## src/rtl/mtq_pkg.sv

```systemverilog
package mtq_pkg;
  typedef enum logic [2:0] {
    OP_INSERT = 3'd0,
    OP_DELETE = 3'd1,
    OP_CHECK  = 3'd2,
    OP_CLEAR  = 3'd3,
    OP_MASK   = 3'd4,
    OP_AFULL  = 3'd5,
    OP_MODE   = 3'd6
  } mtq_op_e;
endpackage

```

## src/rtl/mtq_search.sv

```systemverilog
module mtq_search #(
  parameter int N = 16,
  parameter int W = 32
) (
  input  logic [N-1:0]        vld,
  input  logic [N-1:0][W-1:0] keys,
  input  logic [W-1:0]        probe,
  input  logic [W-1:0]        care,
  output logic [N-1:0]        hit
);
  function automatic logic masked_eq(input logic [W-1:0] a, input logic [W-1:0] b,
                                     input logic [W-1:0] c);
    return ((a ^ b) & c) == '0;
  endfunction

  for (genvar g = 0; g < N; g++) begin : g_cmp
    assign hit[g] = vld[g] && masked_eq(keys[g], probe, care);
  end
endmodule

```

## src/rtl/mtq_prio.sv

```systemverilog
module mtq_prio #(
  parameter int N  = 16,
  parameter int IW = (N > 1) ? $clog2(N) : 1
) (
  input  logic [N-1:0]  req,
  output logic          any,
  output logic [IW-1:0] idx
);
  always_comb begin
    any = 1'b0;
    idx = '0;
    for (int i = N - 1; i >= 0; i--) begin
      if (req[i]) begin
        any = 1'b1;
        idx = IW'(i);
      end
    end
  end
endmodule

```

## src/rtl/mtq_table.sv

```systemverilog
module mtq_table
  import mtq_pkg::*;
#(
  parameter int TBL_DEPTH = 16,
  parameter int Q_DEPTH   = 4,
  parameter int MATCH_W   = 32,
  parameter int OUT_W     = 32
) (
  input  logic                                      clk,
  input  logic                                      rst_n,
  input  logic                                      cmd_valid,
  input  logic [2:0]                                cmd_op,
  input  logic [MATCH_W+OUT_W-1:0]                  cmd_data,
  output logic                                      chk_done,
  output logic                                      chk_hit,
  output logic [OUT_W-1:0]                          chk_out,
  output logic                                      ins_rej,
  output logic [$clog2(TBL_DEPTH+Q_DEPTH+1)-1:0]    entry_count,
  output logic                                      q_full,
  output logic                                      t_full,
  output logic                                      a_full
);
  localparam int TD  = TBL_DEPTH;
  localparam int QD  = Q_DEPTH;
  localparam int MW  = MATCH_W;
  localparam int OW  = OUT_W;
  localparam int EW  = MW + OW;
  localparam int CW  = $clog2(TD + QD + 1);
  localparam int TIW = (TD > 1) ? $clog2(TD) : 1;
  localparam int QIW = (QD > 1) ? $clog2(QD) : 1;

  function automatic logic [CW-1:0] ones(input logic [TD+QD-1:0] v);
    logic [CW-1:0] s;
    s = '0;
    for (int i = 0; i < TD + QD; i++) s = s + CW'(v[i]);
    return s;
  endfunction

  // storage
  logic [TD-1:0]         t_vld;
  logic [TD-1:0][MW-1:0] t_key;
  logic [TD-1:0][OW-1:0] t_val;
  logic [QD-1:0]         q_vld;
  logic [QD-1:0][MW-1:0] q_key;
  logic [QD-1:0][OW-1:0] q_val;
  logic                  buf_mode;
  logic [MW-1:0]         gmask;
  logic [CW-1:0]         af_pt;

  // command decode
  logic [MW-1:0] op_key;
  logic [OW-1:0] op_val;
  logic cmd_ins, cmd_del, cmd_chk, cmd_clr, cmd_msk, cmd_af, cmd_mode;
  assign op_key   = cmd_data[EW-1:OW];
  assign op_val   = cmd_data[OW-1:0];
  assign cmd_ins  = cmd_valid && (cmd_op == OP_INSERT);
  assign cmd_del  = cmd_valid && (cmd_op == OP_DELETE);
  assign cmd_chk  = cmd_valid && (cmd_op == OP_CHECK);
  assign cmd_clr  = cmd_valid && (cmd_op == OP_CLEAR);
  assign cmd_msk  = cmd_valid && (cmd_op == OP_MASK);
  assign cmd_af   = cmd_valid && (cmd_op == OP_AFULL);
  assign cmd_mode = cmd_valid && (cmd_op == OP_MODE);

  // searches: masked for lookup/delete, exact for duplicate detection
  logic [TD-1:0] t_mhit, t_dhit;
  logic [QD-1:0] q_mhit, q_dhit;
  mtq_search #(.N(TD), .W(MW)) i_t_mask (.vld(t_vld), .keys(t_key), .probe(op_key),
                                         .care(~gmask), .hit(t_mhit));
  mtq_search #(.N(QD), .W(MW)) i_q_mask (.vld(q_vld), .keys(q_key), .probe(op_key),
                                         .care(~gmask), .hit(q_mhit));
  mtq_search #(.N(TD), .W(MW)) i_t_dup  (.vld(t_vld), .keys(t_key), .probe(op_key),
                                         .care({MW{1'b1}}), .hit(t_dhit));
  mtq_search #(.N(QD), .W(MW)) i_q_dup  (.vld(q_vld), .keys(q_key), .probe(op_key),
                                         .care({MW{1'b1}}), .hit(q_dhit));

  // priority picks
  logic tm_any, qm_any, tf_any, qf_any, qo_any, td_any, qd_any;
  logic [TIW-1:0] tm_idx, tf_idx, td_idx;
  logic [QIW-1:0] qm_idx, qf_idx, qo_idx, qd_idx;
  mtq_prio #(.N(TD), .IW(TIW)) i_p_tm (.req(t_mhit), .any(tm_any), .idx(tm_idx));
  mtq_prio #(.N(QD), .IW(QIW)) i_p_qm (.req(q_mhit), .any(qm_any), .idx(qm_idx));
  mtq_prio #(.N(TD), .IW(TIW)) i_p_tf (.req(~t_vld), .any(tf_any), .idx(tf_idx));
  mtq_prio #(.N(QD), .IW(QIW)) i_p_qf (.req(~q_vld), .any(qf_any), .idx(qf_idx));
  mtq_prio #(.N(QD), .IW(QIW)) i_p_qo (.req(q_vld),  .any(qo_any), .idx(qo_idx));
  mtq_prio #(.N(TD), .IW(TIW)) i_p_td (.req(t_dhit), .any(td_any), .idx(td_idx));
  mtq_prio #(.N(QD), .IW(QIW)) i_p_qd (.req(q_dhit), .any(qd_any), .idx(qd_idx));

  // named internal events
  logic ev_dup_q, ev_dup_t, ev_buf_new, ev_q_push, ev_fast, ev_t_push, ev_rej, ev_drain;
  assign ev_dup_q   = cmd_ins && buf_mode && qd_any;
  assign ev_dup_t   = cmd_ins && buf_mode && !qd_any && td_any;
  assign ev_buf_new = cmd_ins && buf_mode && !qd_any && !td_any;
  assign ev_q_push  = ev_buf_new && qf_any;
  assign ev_fast    = cmd_ins && !buf_mode;
  assign ev_t_push  = ev_fast && tf_any;
  assign ev_rej     = (ev_buf_new && !qf_any) || (ev_fast && !tf_any);
  assign ev_drain   = !cmd_valid && qo_any && tf_any;

  always_ff @(posedge clk or negedge rst_n) begin
    if (!rst_n) begin
      t_vld    <= '0;
      t_key    <= '0;
      t_val    <= '0;
      q_vld    <= '0;
      q_key    <= '0;
      q_val    <= '0;
      buf_mode <= 1'b0;
      gmask    <= '0;
      af_pt    <= CW'(TD);
      chk_done <= 1'b0;
      chk_hit  <= 1'b0;
      chk_out  <= '0;
      ins_rej  <= 1'b0;
    end else begin
      chk_done <= cmd_chk;
      chk_hit  <= cmd_chk && (qm_any || tm_any);
      chk_out  <= !cmd_chk ? '0 : qm_any ? q_val[qm_idx] : tm_any ? t_val[tm_idx] : '0;
      ins_rej  <= ev_rej;
      if (cmd_clr) begin
        t_vld <= '0;
        q_vld <= '0;
      end
      if (cmd_del) begin
        t_vld <= t_vld & ~t_mhit;
        q_vld <= q_vld & ~q_mhit;
      end
      if (ev_t_push) begin
        t_vld[tf_idx] <= 1'b1;
        t_key[tf_idx] <= op_key;
        t_val[tf_idx] <= op_val;
      end
      if (ev_q_push) begin
        q_vld[qf_idx] <= 1'b1;
        q_key[qf_idx] <= op_key;
        q_val[qf_idx] <= op_val;
      end
      if (ev_dup_q) q_val[qd_idx] <= op_val;
      if (ev_dup_t) t_val[td_idx] <= op_val;
      if (ev_drain) begin
        q_vld[qo_idx] <= 1'b0;
        t_vld[tf_idx] <= 1'b1;
        t_key[tf_idx] <= q_key[qo_idx];
        t_val[tf_idx] <= q_val[qo_idx];
      end
      if (cmd_msk)  gmask    <= op_key;
      if (cmd_af)   af_pt    <= cmd_data[CW-1:0];
      if (cmd_mode) buf_mode <= cmd_data[0];
    end
  end

  assign entry_count = ones({q_vld, t_vld});
  assign q_full      = &q_vld;
  assign t_full      = &t_vld;
  assign a_full      = entry_count >= af_pt;

  // assertions
  AST_DONE_AFTER_LOOKUP: assert property (@(posedge clk) disable iff (!rst_n)
    chk_done |-> $past(cmd_chk));
  AST_HIT_WITH_DONE: assert property (@(posedge clk) disable iff (!rst_n)
    chk_hit |-> chk_done);
  AST_DIRECT_SKIPS_QUEUE: assert property (@(posedge clk) disable iff (!rst_n)
    ev_fast |=> $stable(q_vld));
  AST_DUP_KEEPS_COUNT: assert property (@(posedge clk) disable iff (!rst_n)
    (ev_dup_q || ev_dup_t) |=> $stable(entry_count));
  AST_DRAIN_KEEPS_COUNT: assert property (@(posedge clk) disable iff (!rst_n)
    ev_drain |=> $stable(entry_count));
  AST_REJ_NO_CHANGE: assert property (@(posedge clk) disable iff (!rst_n)
    ev_rej |=> ($stable(t_vld) && $stable(q_vld) && ins_rej));
  AST_QFULL_REJECTS: assert property (@(posedge clk) disable iff (!rst_n)
    (cmd_ins && buf_mode && q_full && !qd_any && !td_any) |=> ins_rej);
  AST_CLEAR_EMPTIES: assert property (@(posedge clk) disable iff (!rst_n)
    cmd_clr |=> (entry_count == '0));
endmodule

```

## config.mk

```make
export PLATFORM = sky130hd
export DESIGN_NAME = mtq_table
export DESIGN_NICKNAME = d
export VERILOG_FILES = /design/src/rtl/mtq_pkg.sv /design/src/rtl/mtq_search.sv /design/src/rtl/mtq_prio.sv /design/src/rtl/mtq_table.sv
export SDC_FILE = /design/constraint.sdc
export NUM_CORES = 2
export LEC_CHECK = 0
export BUFFER_PORTS_ARGS = -buffer_cell sky130_fd_sc_hd__buf_2
export CAP_MARGIN = 30
export CORE_MARGIN = 1
export CORE_UTILIZATION = 40
export CTS_CLUSTER_DIAMETER = 40
export DETAILED_ROUTE_END_ITERATION = 7
export PLACE_DENSITY_LB_ADDON = 0.25
export REMOVE_ABC_BUFFERS = 1
export SYNTH_ARGS = -nofsm -noshare
export SYNTH_HDL_FRONTEND = slang
export SYNTH_HIERARCHICAL = 1
export SYNTH_SLANG_ARGS = --single-unit
```

## constraint.sdc

```tcl
create_clock -name clk -period 10.6 [get_ports clk]
set_input_delay 1.06 -clock clk [delete_from_list [all_inputs] [get_ports clk]]
set_output_delay 1.06 -clock clk [all_outputs]
set_load 0.05 [all_outputs]
```

==> results.toml <==
[outcome]
status = "completed"

[clocking]
cts_tree = "built"
cts_root_buf = "clkbuf_16"
clock_latency_ns = 0.90
clk_pin_slew_ns = 0.06
cts_max_path_buffers = 3
cts_setup_buffers = 0
cts_sinks = 1373
cts_buffers = 239
ctsHoldBuffers = 0
cts_resized = 0
ctsHtreeMaxLevel = 4

[power_and_ir_drop]
combPwrFrac_pct = 26.4
p_int_w = 0.0129
power_density_mw_per_mm2 = 207
clockPowerShare_pct = 40.5
p_sw_w = 0.00714
leakagePower_nw = 45.1
power.share.switching_pct = 35.6
peakVddDrop_mv = 0.191
seqPwrFrac_pct = 33.1

[cells_and_area]
fin_area_mm2 = 0.0968
area_growth_syn_to_layout_pct = 14.0
final_layout_size_suffix_gt1_share_pct = 17.2
utilization_pct = 46.0
finalNetCount = 8477

[logic_synthesis]
yosysTopAreaCell = "dfrtp_1"
synth_seq_cells = 1373
syn-cell-area_mm2 = 0.0849
synthCells = 8486
synth-main-ff-cell = "dfrtp_1"
synthArstFlopShare_pct = 100
synth_edf_count = 0
ys_types = 74
avgSynthCellArea_um2 = 10.0
yosys_warnings = 6
synth.yosys.seq_area_share_pct = 40.5
synthTopCellsByArea = "dfrtp_1 (40%), xor2_1 (13%), mux4_2 (5.6%), nand2_1 (4.2%), mux2i_1 (4.1%)"
synthDominantCellAreaShare_pct = 40.4

[global_routing]
antenna_found_initial = 14
track_usage_pct = 33.4
grt_max_degree = 164
grt_remaining_overflow = 0
grt_pass1_vias = 69718
grt_pass1_wl_mm = 521

[timing]
maxSlewViolCount = 0
tns_ns = 0
min_period_ns = 7.31
worst_pin_slew_ns = 1.11
fmax_ghz = 0.137
rsz0062_at_grt = "no"
slew_headroom_pct = 26.1
hold_viol = 0
fin_crit_sh_pct = 68.9
skew_ns = 0.0364
setup_violations = 0

[run]
drv_cap = 0

[worst_setup_path]
crit_required_ns = 9.54
worstSetupPathType = "reg -> out"
setup.worst_path.end_class = "output port"
startpoint_type = "register"
cp_max_fo = 5
cp.arrival_ns = 6.25
reg2reg_slack_ns = 4.78

[floorplan]
io_pins = 113
start_util_pct = 40.4
dieArea_mm2 = 0.214
die_y_um = 463
placementRows = 168
die_w_um = 463
fp.coreArea_mm2 = 0.210

[min_path]
hp-class = "in -> async"

[detailed_routing]
drtIter0Drc = 9541
antenna_left = 0
post_drt_wl_per_cell_um = 32.2
drcViolationCount = 0
vias_per_cell = 6.35
vias = 72390
drt-total-wl_mm = 368
first_pass_iters = 8

[placement]
placed_area_mm2 = 0.0881
io_buffers = 112
dpl.hpwl_mm = 219
globalplace.congestion = 0.980
-- cell families (layout without fill, tap and decap cells) --
| group | after synthesis | count (layout) | share of synthesized area [%] |
|---|---|---|---|
| mux | 869 | 869 | 13.8 |
| buf+inv | 965 | 887 | 5.27 |
| compound gates | 1778 | 1778 | 15.3 |
| xor+xnor | 1282 | 1282 | 13.2 |
| other cells | 1 | 188 | 0.00442 |
| flops | 1373 | 1373 | 40.5 |
| fa+ha+maj | 27 | 27 | 0.521 |
| simple gates | 2191 | 2191 | 11.4 |
-- placed cells by master (no fill, tap or decap), types with 17 or more instances in the layout --
cell        count
a21oi_1       289
a221oi_1      122
a221oi_2       30
a222oi_1       40
a22o_1        152
a22oi_1       273
a31oi_1       295
buf_2          96
buf_4         220
bufinv_16      26
clkbuf_1       18
clkbuf_16     243
clkbuf_8       28
clkinv_2       25
clkinv_4       31
clkinvlp_4     31
conb_1        184
dfrtp_1      1372
inv_1          69
inv_6          38
mux2_2        300
mux2i_1       351
mux4_2        213
nand2_1       932
nand3_1       332
nand4_1       137
nor2_1        626
nor3_2         17
nor4_2         27
o211ai_1      154
o21ai_0       106
o2bb2ai_1     248
xor2_1       1280
-- through the flow --
stage	setup WS [ns]	hold slack, ns	total power (W)	cells
5_1_grt	3.13	0.205	0.0207	11398
3_3_place_gp	3.41	0.484	0.0116	10915
6_report	3.29	0.159	0.0201	11400
2_1_floorplan	-4.18	0.471	0.00957	7790
4_1_cts	3.30	0.171	0.0199	11387
3_5_place_dp	3.48	0.495	0.0118	10935
-- metal layers --
metal	wire length [um]	track usage, %	share of wire [%]
met1	145000	44.4	40
met2	157000	48.8	43
met3	41400	8.71	11
met4	24300	19.9	6.6
met5	87	0	0.024
-- worst paths after layout --
path / cells past startpoint / end / start
setup reg to reg: 14 / chk_out[31] / gmask[18]
setup / recovery: 15 / a_full / t_vld[5]
hold / removal: 1 / t_key[21] / rst_n
max in group asynchronous: 3 / chk_out[3] / rst_n
min in group clk: 1 / af_pt[1] / af_pt[1]
hold reg to reg: 1 / af_pt[1] / af_pt[1]
-- Yosys cell counts, types with 26 or more instances --
cell          n
nand4_1     137
a22o_1      152
buf_4        47
a221oi_1    122
dfrtp_1    1372
buf_1        52
a22oi_1     274
o211ai_1    154
buf_2       197
o21ai_0     107
mux4_2      213
nor2_1      628
a21oi_1     291
xor2_1     1280
mux2i_1     351
nand3_1     342
a221oi_2     30
a222oi_1     40
inv_1        86
clkbuf_1    529
nand2_1     945
nor4_2       26
o2bb2ai_1   248
buf_6        42
a31oi_1     297
mux2_2      300
-- state kept, by name, indices dropped and copies added (netlist names), 5 cells and up --
| name | cells |
|---|---|
| t_key | 512 |
| t_val | 512 |
| q_key | 128 |
| q_val | 128 |
| chk_out | 32 |
| gmask | 32 |
| t_vld | 16 |
| af_pt | 5 |
-- worst max-delay path: stages (launching register included) --
cell and delay, ns:
dfrtp_1 0.65, inv_1 0.24, fa_1 0.61, fa_1 0.44
fa_1 0.51, fa_1 0.44, fa_1 0.51, inv_1 0.05
ha_1 0.21, fa_1 0.46, xor2_1 0.37, ha_1 0.31
nor2b_1 0.13, o21ai_0 0.14, a21oi_1 0.08, buf_2 0.21
-- power by group through the flow --
stage	clock, W	sequential (W)	combinational [W]
after global placement	0	0.00665	0.00495
final	0.00814	0.00664	0.00530
after global routing	0.00844	0.00671	0.00554
after floorplan	0	0.00648	0.00308
after CTS	0.00820	0.00661	0.00511
after detailed placement	0	0.00668	0.00510
-- area by class of cell --
cell class | instances | area [um2]
antenna | 4 | 10.0
clock buffer | 289 | 6530
clock inverter | 163 | 1920
fill | 19564 | 113000
inverter | 86 | 323
multi-input combinational | 6331 | 47300
sequential | 1373 | 34400
tap | 2805 | 3510
timing repair buffer | 349 | 2840
Power figures use the tool's default switching activity.
